**config.mk**
```make
export PLATFORM = sky130hd
export DESIGN_NAME = xtrig_detect
export DESIGN_NICKNAME = d
export VERILOG_FILES = /design/src/rtl/xtrig_pkg.sv /design/src/rtl/xtrig_sync.sv /design/src/rtl/xtrig_qualify.sv /design/src/rtl/xtrig_overrun.sv /design/src/rtl/xtrig_detect.sv
export SDC_FILE = /design/constraint.sdc
export NUM_CORES = 1
export LEC_CHECK = 0
export ABC_AREA = 1
export BUFFER_PORTS_ARGS = -buffer_cell sky130_fd_sc_hd__buf_2
export CAP_MARGIN = 5
export CELL_PAD_IN_SITES_DETAIL_PLACEMENT = 0
export CELL_PAD_IN_SITES_GLOBAL_PLACEMENT = 1
export CORE_AREA = 2 2 39 41
export CTS_BUF_LIST = sky130_fd_sc_hd__clkbuf_8
export CTS_CLUSTER_DIAMETER = 40
export CTS_CLUSTER_SIZE = 25
export DETAILED_ROUTE_END_ITERATION = 7
export DIE_AREA = 0 0 41 43
export PLACE_DENSITY = 0.42
export SLEW_MARGIN = 20
export SYNTH_ARGS = -nofsm -noshare
export SYNTH_HDL_FRONTEND = slang
export SYNTH_SLANG_ARGS = --single-unit
```
**constraint.sdc**
```tcl
create_clock -name clk -period 2.45 [get_ports clk]
set_input_delay 0 -clock clk [delete_from_list [all_inputs] [get_ports clk]]
set_output_delay 0 -clock clk [all_outputs]
set_load 0.005 [all_outputs]
```
**src/rtl/xtrig_pkg.sv**
```systemverilog
package xtrig_pkg;

  // Sensitivity code formed as {level_select, polarity}
  typedef enum logic [1:0] {
    TRG_FALL = 2'b00,
    TRG_RISE = 2'b01,
    TRG_LOW  = 2'b10,
    TRG_HIGH = 2'b11
  } trg_mode_e;

  function automatic logic mode_is_level(trg_mode_e m);
    return m[1];
  endfunction

  function automatic logic mode_active_high(trg_mode_e m);
    return m[0];
  endfunction

endpackage

```
**src/rtl/xtrig_sync.sv**
```systemverilog
module xtrig_sync #(
  parameter int STAGES = 2
) (
  input  logic clk,
  input  logic rst_n,
  input  logic d_async,
  output logic q_sync
);

  localparam int LAST = STAGES - 1;

  logic [LAST:0] chain;

  generate
    genvar gi;
    for (gi = 0; gi < STAGES; gi++) begin : g_stage
      if (gi == 0) begin : g_first
        always_ff @(posedge clk or negedge rst_n) begin
          if (!rst_n) chain[0] <= 1'b0;
          else        chain[0] <= d_async;
        end
      end else begin : g_next
        always_ff @(posedge clk or negedge rst_n) begin
          if (!rst_n) chain[gi] <= 1'b0;
          else        chain[gi] <= chain[gi-1];
        end
      end
    end
  endgenerate

  assign q_sync = chain[LAST];

endmodule

```
**src/rtl/xtrig_qualify.sv**
```systemverilog
module xtrig_qualify
  import xtrig_pkg::*;
(
  input  logic      clk,
  input  logic      rst_n,
  input  logic      pin_sync,
  input  trg_mode_e mode,
  output logic      edge_hit,
  output logic      level_hit
);

  logic pin_prev;
  logic rose;
  logic fell;

  // History always tracks, so enabling later never sees a stale edge
  always_ff @(posedge clk or negedge rst_n) begin
    if (!rst_n) pin_prev <= 1'b0;
    else        pin_prev <= pin_sync;
  end

  assign rose = pin_sync & ~pin_prev;
  assign fell = ~pin_sync & pin_prev;

  always_comb begin
    edge_hit  = 1'b0;
    level_hit = 1'b0;
    unique case (mode)
      TRG_FALL: edge_hit  = fell;
      TRG_RISE: edge_hit  = rose;
      TRG_LOW:  level_hit = ~pin_sync;
      TRG_HIGH: level_hit = pin_sync;
      default:  edge_hit  = 1'b0;
    endcase
  end

endmodule

```
**src/rtl/xtrig_overrun.sv**
```systemverilog
module xtrig_overrun (
  input  logic clk,
  input  logic rst_n,
  input  logic set_i,
  input  logic clr_i,
  output logic flag_o
);

  // A lost edge outranks a clear arriving in the same cycle
  always_ff @(posedge clk or negedge rst_n) begin
    if (!rst_n)     flag_o <= 1'b0;
    else if (set_i) flag_o <= 1'b1;
    else if (clr_i) flag_o <= 1'b0;
  end

endmodule

```
**src/rtl/xtrig_detect.sv**
```systemverilog
module xtrig_detect
  import xtrig_pkg::*;
#(
  parameter int SYNC_STAGES = 2
) (
  input  logic clk,
  input  logic rst_n,
  input  logic trig_pin,
  input  logic trig_en,
  input  logic trig_level,
  input  logic trig_pol,
  input  logic seq_busy,
  input  logic ovr_clr,
  input  logic cfg_abort,
  input  logic sw_start,
  output logic start_req,
  output logic overrun
);

  trg_mode_e mode;
  logic      pin_s;
  logic      edge_hit;
  logic      level_hit;
  logic      event_hit;
  logic      lost_edge;
  logic      any_clr;

  assign mode = trg_mode_e'({trig_level, trig_pol});

  xtrig_sync #(.STAGES(SYNC_STAGES)) u_sync (
    .clk     (clk),
    .rst_n   (rst_n),
    .d_async (trig_pin),
    .q_sync  (pin_s)
  );

  xtrig_qualify u_qual (
    .clk       (clk),
    .rst_n     (rst_n),
    .pin_sync  (pin_s),
    .mode      (mode),
    .edge_hit  (edge_hit),
    .level_hit (level_hit)
  );

  assign event_hit = mode_is_level(mode) ? level_hit : edge_hit;
  assign start_req = trig_en & ~seq_busy & event_hit;
  assign lost_edge = trig_en & seq_busy & edge_hit;
  assign any_clr   = ovr_clr | cfg_abort | sw_start;

  xtrig_overrun u_ovr (
    .clk    (clk),
    .rst_n  (rst_n),
    .set_i  (lost_edge),
    .clr_i  (any_clr),
    .flag_o (overrun)
  );

endmodule

```
==> results of run 1 <==
-- routing by layer --
metal / up-vias / wire length (microns) / part of all wire [%] / global-route usage, %
met3: 0 / 39 / 9.5 / 1.57
met5: - / 0 / 0 / 0
met1: 88 / 169 / 41 / 5.90
met2: 9 / 200 / 49 / 7.81
li1: 109 / - / - / -
met4: 0 / 0 / 0 / 6.00
-- worst max-delay path, cell delays in order, from the launching register on --
cell and delay (ns):
dfrtp_1 0.41, inv_2 0.08, nor2_2 0.03, nand2_1 0.05, nand2_1 0.06, nor2_1 0.10
nor2_1 0.04, buf_2 0.11
-- cell usage in the layout (no fill, tap or decap), drive strengths merged --
master       netlist  layout
nand3b             1       1
nand2              7       7
nor2               7       7
dlygate4sd3        0       2
inv                5       5
nand3              1       1
a21oi              1       1
dfrtp              4       4
clkbuf             0       3
buf                0      11
-- timing repair --
action / 4_1_cts / 5_1_grt
gates resized for setup: 0 / 0
hold endpoints to repair: 5 / 0
hold buffers: 2 / 0
-- final cells by class --
type                       count  area share, %
sequential                     4           30.0
multi-input combinational     17           23.6
timing repair buffer          13           22.5
clock buffer                   3           12.4
tap                           16           5.99
inverter                       5           5.62
-- cells by family (layout without fill, tap and decap cells) --
group | after synthesis | after routing | synth area share (%)
AOI/OAI and AO/OA | 1 | 1 | 4.43
buffers and inverters | 5 | 21 | 9.49
and+or+nand+nor | 16 | 16 | 35.4
DFF | 4 | 4 | 50.6
-- cell usage after synthesis --
library cell	n	share of area (%)
nand3_1	1	2.5
nand3b_1	1	3.8
nor2_1	5	9.5
inv_2	2	3.8
nor2_2	2	6.3
dfrtp_1	4	51
nand2_1	7	13
a21oi_2	1	4.4
inv_1	3	5.7
-- final timing paths --
kind / slack, ns / cells after the start / to / start
max: 1.35 / 7 / start_req / u_sync.q_sync$_DFF_PN0_
min: 0.03 / 3 / u_ovr.flag_o$_DFFE_PN0P_ / sw_start
max reg2reg: 1.57 / 6 / u_ovr.flag_o$_DFFE_PN0P_ / u_sync.q_sync$_DFF_PN0_
min reg2reg: 0.35 / 0 / u_sync.q_sync$_DFF_PN0_ / u_sync.chain[0]$_DFF_PN0_
max in group asynchronous: 2.21 / 2 / u_sync.chain[0]$_DFF_PN0_ / rst_n
min in group asynchronous: 0.12 / 2 / u_sync.q_sync$_DFF_PN0_ / rst_n
-- state kept, by name (all words and copies together) (netlist names) --
name             flops
u_ovr.flag_o         1
u_qual.pin_prev      1
u_sync.chain         1
u_sync.q_sync        1
-- report_power, final --
part | internal [mW] | total (mW) | switching [mW]
Sequential | 0.0694 | 0.0716 | 0.00213
Clock | 0.105 | 0.137 | 0.0320
Combinational | 0.0120 | 0.0220 | 0.0100
==> reports/results.txt, run 1 <==
Clock Pin Slew Worst Setup and Hold Paths: 0.03 ns
Buffers on Ports: 11
diode count: 0
Final Max Slew Viols: 0
outcome: finished, final reports clean
post-synthesis sequential area ratio: 50.6%
critical path class: flop to primary output
remaining antenna violation count: 0
via count: 206
placed cell areas: 273 sq um
routed vias/inst: 3.55
initial antenna violation count: 0
CTS tree: done
MaxCap Viol Count: 0
I/O pins: 12
First-pass DRT Iterations: 1
pre-CTS setup slack: 1.56 ns
Final period util: 44.8%
design area: 334 sq um
Fin Hold WS: 0.0286 ns
mapped cell area: 198 sq um
GRT Overall Usage: 5.56%
total power: 0.230 mW
Slew headroom: 89.5%
die area: 1760 sq um
Routed WL per cell: 7.05 microns
Worst setup SP type: flop
syn avg cell area: 7.60 sq um
Hold WC Path Type: input port to flop
Worst Slack Setup Final: 1.35 ns
vias in the first global route: 184
DPL Wire Length: 314 microns
die width: 41 microns
total global routing overflow: 0
area delta synth->final: 69.0%
Worst-Margin Slew: 0.158 ns
leak pwr: 0.187 nW
multi-input logic area: 78.8 sq um
Post CTS Setup Buffer Count: 0
maximum vdd drop: 0.000296 V
clock tree buffer depth: 2
Final #Nets: 54
initial drt markers: 0
die height: 43 microns
final hold viol count: 0
Final setup viols: 0
Achievable Freq: 910 MHz
CORE AREA: 1380 sq um
count of different cell masters after synthesis: 9
clock period minus final worst setup slack: 1.10 ns
worst skew pair latency: 0.21 ns
CP Max Fanout: 4
largest net degree at the start of global routing: 5
first-pass GRT wire length: 621 microns
Residual DRC: 0
WL final: 409 microns
register bit count reported by yosys: 4
routability cong.: 0.582
H-tree levels: 1
sequential standard cell area: 100 sq um
pwr dens: 689 nW/um^2
Synth warnings: 0
layout cells sized above 1: 45.2%
CP endpoint kind: primary output
Worst EP arrival: 1.10 ns
Rows: 14
root buf cell: clkbuf_8
placed cell count: 53
cts bufs inserted: 3
Sinks on Clock Net: 4
Worst Path Required: 2.45 ns
RSZ-0062 raised after global routing: no
Worst Clk Skew: 0.00132 ns
setup TNS: 0 ns
Mapped Nets: 36
final std cells w/o fill: 58
Mapped Cells: 26
fill cell count: 160
Starting Density: 14.3%
Util after Layout: 24.1%
No activity file was read; power rests on OpenSTA's default activity.
==> inputs of run 2 (changes only) <==
PLACE_DENSITY = 0.44   (was 0.42)
clock period = 0.9 ns   (was 2.45 ns; I/O delays follow)
==> run 2 against run 1 <==
  * Die area unchanged
  * The flow now finishes with violations (setup timing)
  * Critical path depth stayed put
  * Largest cell class unchanged
  * Clock skew up 0.0026 ns
  * Largest power group unchanged
==> reports/results.txt, run 2 (same netlist as run 1, synthesis figures left out) <==
Clock Pin Slew Worst Setup and Hold Paths: 0.03 ns (about the same)
commonest non-fill, non-tap cell in the layout: buf_2
cts bufs inserted: 3 (unchanged)
initial antenna violation count: 0 (unchanged)
die area: 1760 sq um (unchanged)
Final #Nets: 54 (unchanged)
Worst Slack Setup Final: -0.177 ns (-1.53 ns)
area delta synth->final: 70.3%
GRT Overall Usage: 5.85% (+0.30 points)
layout cells sized above 1: 47.6% (+2.4 points)
pwr dens: 1860 nW/um^2 (+170%)
DPL Wire Length: 339 microns (+8.0%)
total global routing overflow: 0 (unchanged)
root buf cell: clkbuf_8
CP Max Fanout: 4 (unchanged)
routability cong.: 0.573 (-1.5%)
failing checks: setup timing
Achievable Freq: 929 MHz
Worst setup SP type: flop
first-pass GRT wire length: 627 microns (+0.97%)
I/O pins: 12 (unchanged)
First-pass DRT Iterations: 2 (+1)
Rows: 14 (unchanged)
worst r2r src: u_sync.q_sync$_DFF_PN0_
remaining antenna violation count: 0 (unchanged)
Final setup viols: 1 (+1)
Hold Startpoint: sw_start
vias in the first global route: 183 (-0.54%)
RSZ-0062 raised after global routing: yes
Residual DRC: 0 (unchanged)
most frequent cells in the layout: 11 x buf_2, 6 x nand2_1, 5 x nor2_1, 4 x dfrtp_1
Slew headroom: 91.4% (+2.0 points)
clock period minus final worst setup slack: 1.08 ns
worst skew pair latency: 0.21 ns (about the same)
outcome: finished, violations left
Worst Clk Skew: 0.00395 ns (+0.00262 ns)
Sinks on Clock Net: 4 (unchanged)
Routed WL per cell: 7.14 microns (+1.2%)
H-tree levels: 1 (unchanged)
maximum vdd drop: 0.000741 V (+150%)
initial drt markers: 4 (+4)
CORE AREA: 1380 sq um (unchanged)
final hold viol count: 0 (unchanged)
die height: 43 microns (unchanged)
Fin Hold WS: 0.0339 ns (+0.00528 ns)
Final period util: 120%
Final Max Slew Viols: 0 (unchanged)
CP endpoint kind: primary output
WL final: 414 microns (+1.2%)
worst setup path start: u_sync.q_sync$_DFF_PN0_
Worst EP arrival: 1.08 ns (-0.02 ns)
largest net degree at the start of global routing: 5 (unchanged)
CTS tree: done
clock tree buffer depth: 2 (unchanged)
Hold WC Path Type: input port to flop
placed cell count: 53 (unchanged)
Worst Path Required: 0.90 ns (-1.55 ns)
routed vias/inst: 3.53 (-0.49%)
Worst-Margin Slew: 0.128 ns (-0.0297 ns)
Starting Density: 14.3% (unchanged)
via count: 205 (-0.49%)
MaxCap Viol Count: 0 (unchanged)
critical path class: flop to primary output
Buffers on Ports: 11 (unchanged)
diode count: 0 (unchanged)
leak pwr: 0.187 nW (+0.11%)
Util after Layout: 24.3% (+0.18 points)
final std cells w/o fill: 58 (unchanged)
die width: 41 microns (unchanged)
-- run 2: cell counts in the layout (fill, tap and decap cells not counted) --
Identical to the previous run, type by type.
-- run 2: layer usage --
layer	vias to the layer above	wire, microns	track usage [%]
li1	108	-	-
met1	88	181	6.21
met2	9	193	7.50
met3	0	40	3.14
met4	0	0	6.00
met5	-	0	0
-- run 2: worst paths after layout --
check / cells past startpoint / to / slack [ns]
setup / recovery: 7 / start_req / -0.18
hold / removal: 3 / u_ovr.flag_o$_DFFE_PN0P_ / 0.03
setup reg to reg: 6 / u_ovr.flag_o$_DFFE_PN0P_ / 0.05
hold reg to reg: 0 / u_sync.q_sync$_DFF_PN0_ / 0.34
max in group asynchronous: 2 / u_sync.q_sync$_DFF_PN0_ / 0.65
min in group asynchronous: 2 / u_qual.pin_prev$_DFF_PN0_ / 0.13
-- run 2: metrics by stage --
| step | setup TNS (ns) | power [mW] | worst slack [ns] | cell area [sq um] |
|---|---|---|---|---|
| 5_1_grt | -0.283 | 0.664 | -0.274 | 337 |
| 3_5_place_dp | 0 | 0.251 | 0.0263 | 273 |
| 4_1_cts | -0.193 | 0.644 | -0.193 | 337 |
| 3_3_place_gp | 0 | 0.250 | 0.0277 | 273 |
| 2_1_floorplan | 0 | 0.220 | 0.107 | 198 |
| 6_report | -0.177 | 0.626 | -0.177 | 337 |
-- run 2: timing repair --
item | CTS | global route
hold buffers | 2 | 0
gates cloned | 0 | 0
endpoints found under the hold margin | 5 | 0
setup endpoints to repair | 1 | 2
setup buffers | 0 | 0
pin swaps | 2 | 0
gates resized for setup | 1 | 0
-- run 2: critical path: stages (launching register included) --
cell and delay [ns]:
dfrtp_1 0.40, inv_2 0.08, nor2_2 0.03, nand2_1 0.06, nand2_1 0.06, nor2_1 0.08
nor2_1 0.04, buf_2 0.11
-- run 2: report_power, final --
part | switching [mW] | internal, mW
Clock | 0.0855 | 0.284
Sequential | 0.00488 | 0.189
Combinational | 0.0291 | 0.0331
Total | 0.120 | 0.507
-- run 2: final cells by class --
type | count | area (sq um)
timing repair buffer | 13 | 75.1
sequential | 4 | 100
inverter | 5 | 18.8
tap | 16 | 20.0
fill | 157 | 1050
multi-input combinational | 17 | 81.3
clock buffer | 3 | 41.3
==> inputs of run 3 (changes only) <==
MAX_ROUTING_LAYER = met4   (was unset)
PLACE_DENSITY = 0.42   (was 0.44)
clock period = 1.3 ns   (was 0.9 ns; I/O delays follow)
==> run 3 against run 2 <==
  * Sequential cell count did not move
  * Routed wire length fell by 0.72%
  * The run now ends clean
  * Critical path type unchanged
  * Core utilization decreased by 0.18 points
  * Clock power decreased by 30%
  * Sequential share of layout area is 0.22 points higher
  * Register-to-register slack better by 0.39 ns
  * Total power is 30% lower
==> reports/results.txt, run 3 (same netlist as run 1, synthesis figures left out) <==
outcome: finished, final reports clean
Psw: 0.0853 mW (-29%)
Rows: 14 (unchanged)
First-pass DRT Iterations: 2 (unchanged)
routed vias/inst: 3.50 (-0.98%)
Sinks on Clock Net: 4 (unchanged)
H-tree levels: 1 (unchanged)
CORE AREA: 1380 sq um (unchanged)
depth of the worst hold-timing path: 3 (unchanged)
pwr dens: 1310 nW/um^2 (-30%)
MaxCap Viol Count: 0 (unchanged)
maximum vdd drop: 0.000398 V (-46%)
RSZ-0062 raised after global routing: no
Slew headroom: 91.4% (about the same)
root buf cell: clkbuf_8
pre-CTS setup slack: 0.408 ns (+0.382 ns)
Residual DRC: 0 (unchanged)
M1 GR Usage: 5.86% (-0.35 points)
leak pwr: 0.187 nW (-0.11%)
remaining antenna violation count: 0 (unchanged)
routability cong.: 0.568 (-0.92%)
Worst EP arrival: 1.10 ns (+0.02 ns)
Combinational Power Share: 9.7% (-0.2 points)
Max stage delay on crit path: 0.40 ns (about the same)
initial drt markers: 3 (-1)
met2 usage: 8.75% (+1.2 points)
initial antenna violation count: 0 (unchanged)
Clock Pin Slew Worst Setup and Hold Paths: 0.03 ns (about the same)
total global routing overflow: 0 (unchanged)
gr busiest metal: met2
placed cell areas: 273 sq um (unchanged)
fill cell count: 156 (-0.64%)
family with the most delay on the worst path: flip-flops
clock period minus final worst setup slack: 1.10 ns
Final #Nets: 54 (unchanged)
setup TNS: 0 ns (+0.177 ns)
I/O pins: 12 (unchanged)
Hold Startpoint: sw_start
largest net degree at the start of global routing: 5 (unchanged)
total power: 0.436 mW (-30%)
clock tree buffer depth: 2 (unchanged)
reg2reg end: u_ovr.flag_o$_DFFE_PN0P_
die height: 43 microns (unchanged)
Slowest-stage cell, CP: dfrtp_1
worst skew pair latency: 0.21 ns (about the same)
Starting Density: 14.3% (unchanged)
Achievable Freq: 911 MHz
Switching Share: 19.6% (+0.48 points)
Final period util: 84.4%
CTS tree: done
Routed WL per cell: 7.09 microns (-0.72%)
Final setup viols: 0 (-1)
GRT Overall Usage: 5.99% (+0.14 points)
diode count: 0 (unchanged)
Worst Slack Setup Final: 0.202 ns (+0.379 ns)
first-pass GRT wire length: 648 microns (+3.3%)
worst reg2reg path depth: 6 (unchanged)
die width: 41 microns (unchanged)
Worst Path Buf+Inv: 2 (unchanged)
design area: 334 sq um (-0.74%)
Worst-Margin Slew: 0.130 ns (+0.00127 ns)
Post-CTS Hold Fix Bufs: 2 (unchanged)
WL final: 411 microns (-0.72%)
Post CTS Setup Buffer Count: 0 (unchanged)
CTS resizes: 0 (-1)
Buffers on Ports: 11 (unchanged)
crit-path cells: inv_2 -> nor2_2 -> nand2_1 -> nand2_1 -> nor2_1 -> nor2_1 -> buf_2
CP endpoint kind: primary output
cts bufs inserted: 3 (unchanged)
final hold viol count: 0 (unchanged)
layout cells sized above 1: 45.2% (-2.4 points)
worst r2r src: u_sync.q_sync$_DFF_PN0_
vias in the first global route: 189 (+3.3%)
critical path class: flop to primary output
die area: 1760 sq um (unchanged)
via count: 203 (-0.98%)
Hold WC Path Type: input port to flop
Final Max Slew Viols: 0 (unchanged)
area delta synth->final: 69.0%
Worst Path Required: 1.30 ns (+0.40 ns)
met3 Use GR: 4.71% (+1.6 points)
P_int: 0.351 mW (-31%)
CP Max Fanout: 4 (unchanged)
most frequent cells in the layout: 11 x buf_2, 7 x nand2_1, 5 x nor2_1, 4 x dfrtp_1
r2r setup slk: 0.44 ns (+0.39 ns)
hold-critical path endpoint: u_ovr.flag_o$_DFFE_PN0P_
commonest non-fill, non-tap cell in the layout: buf_2
Clk pwr share: 59.6% (+0.5 points)
Worst Clk Skew: 0.00449 ns (+0.000547 ns)
Worst setup SP type: flop
sequential power share: 30.8% (-0.2 points)
[run 3: cell types whose count changed in the layout (fill, tap and decap cells not counted)]
cell and change:
nand2_2 -1, nand2_1 +1
[run 3: stage by stage]
stage | cells | utilization (%) | hold WS, ns
2_1_floorplan | 26 | - | -0.296
3_3_place_gp | 53 | 19.7 | -0.192
3_5_place_dp | 53 | 19.7 | -0.189
4_1_cts | 58 | 24.1 | 0.0315
5_1_grt | 58 | 24.1 | 0.0449
6_report | 58 | 24.1 | 0.0313
[run 3: area by class of cell]
| class | instances | area (sq um) | share of cell area (%) |
|---|---|---|---|
| flip-flops and latches | 4 | 100 | 30.0 |
| repair buffers | 13 | 75.1 | 22.5 |
| clock buffers | 3 | 41.3 | 12.4 |
| multi-input cells | 17 | 78.8 | 23.6 |
| inverters | 5 | 18.8 | 5.62 |
| well taps | 16 | 20.0 | 5.99 |
[run 3: worst max path at each step]
stage,slack (ns),start,depth (start not counted),to
after floorplan,0.51,u_sync.q_sync$_DFF_PN0_,6,u_ovr.flag_o$_DFFE_PN0P_
after global placement,0.43,u_sync.q_sync$_DFF_PN0_,6,start_req
after detailed placement,0.41,u_sync.q_sync$_DFF_PN0_,7,start_req
after CTS,0.18,u_sync.q_sync$_DFF_PN0_,7,start_req
after global routing,0.11,u_sync.q_sync$_DFF_PN0_,7,start_req
final,0.20,u_sync.q_sync$_DFF_PN0_,7,start_req
[run 3: worst register-to-register path: cells and delay by family, from the launching register on]
family / cells / cell delay, ns
and+or+nand+nor: 5 / 0.28
buffers and inverters: 1 / 0.08
DFF: 1 / 0.40
[run 3: metal layers]
metal,vias up,share of wire (%)
li1,108,-
met1,86,43
met2,9,46
met3,0,10
met4,0,0
met5,-,0
[run 3: power by group through the flow]
| stage | Sequential (mW) | Clock [mW] | Combinational [mW] |
|---|---|---|---|
| detailed placement | 0.136 | 0 | 0.0383 |
| finish | 0.134 | 0.260 | 0.0421 |
| floorplan | 0.135 | 0 | 0.0168 |
| global placement | 0.136 | 0 | 0.0372 |
| global route | 0.135 | 0.281 | 0.0475 |
| CTS | 0.134 | 0.270 | 0.0431 |
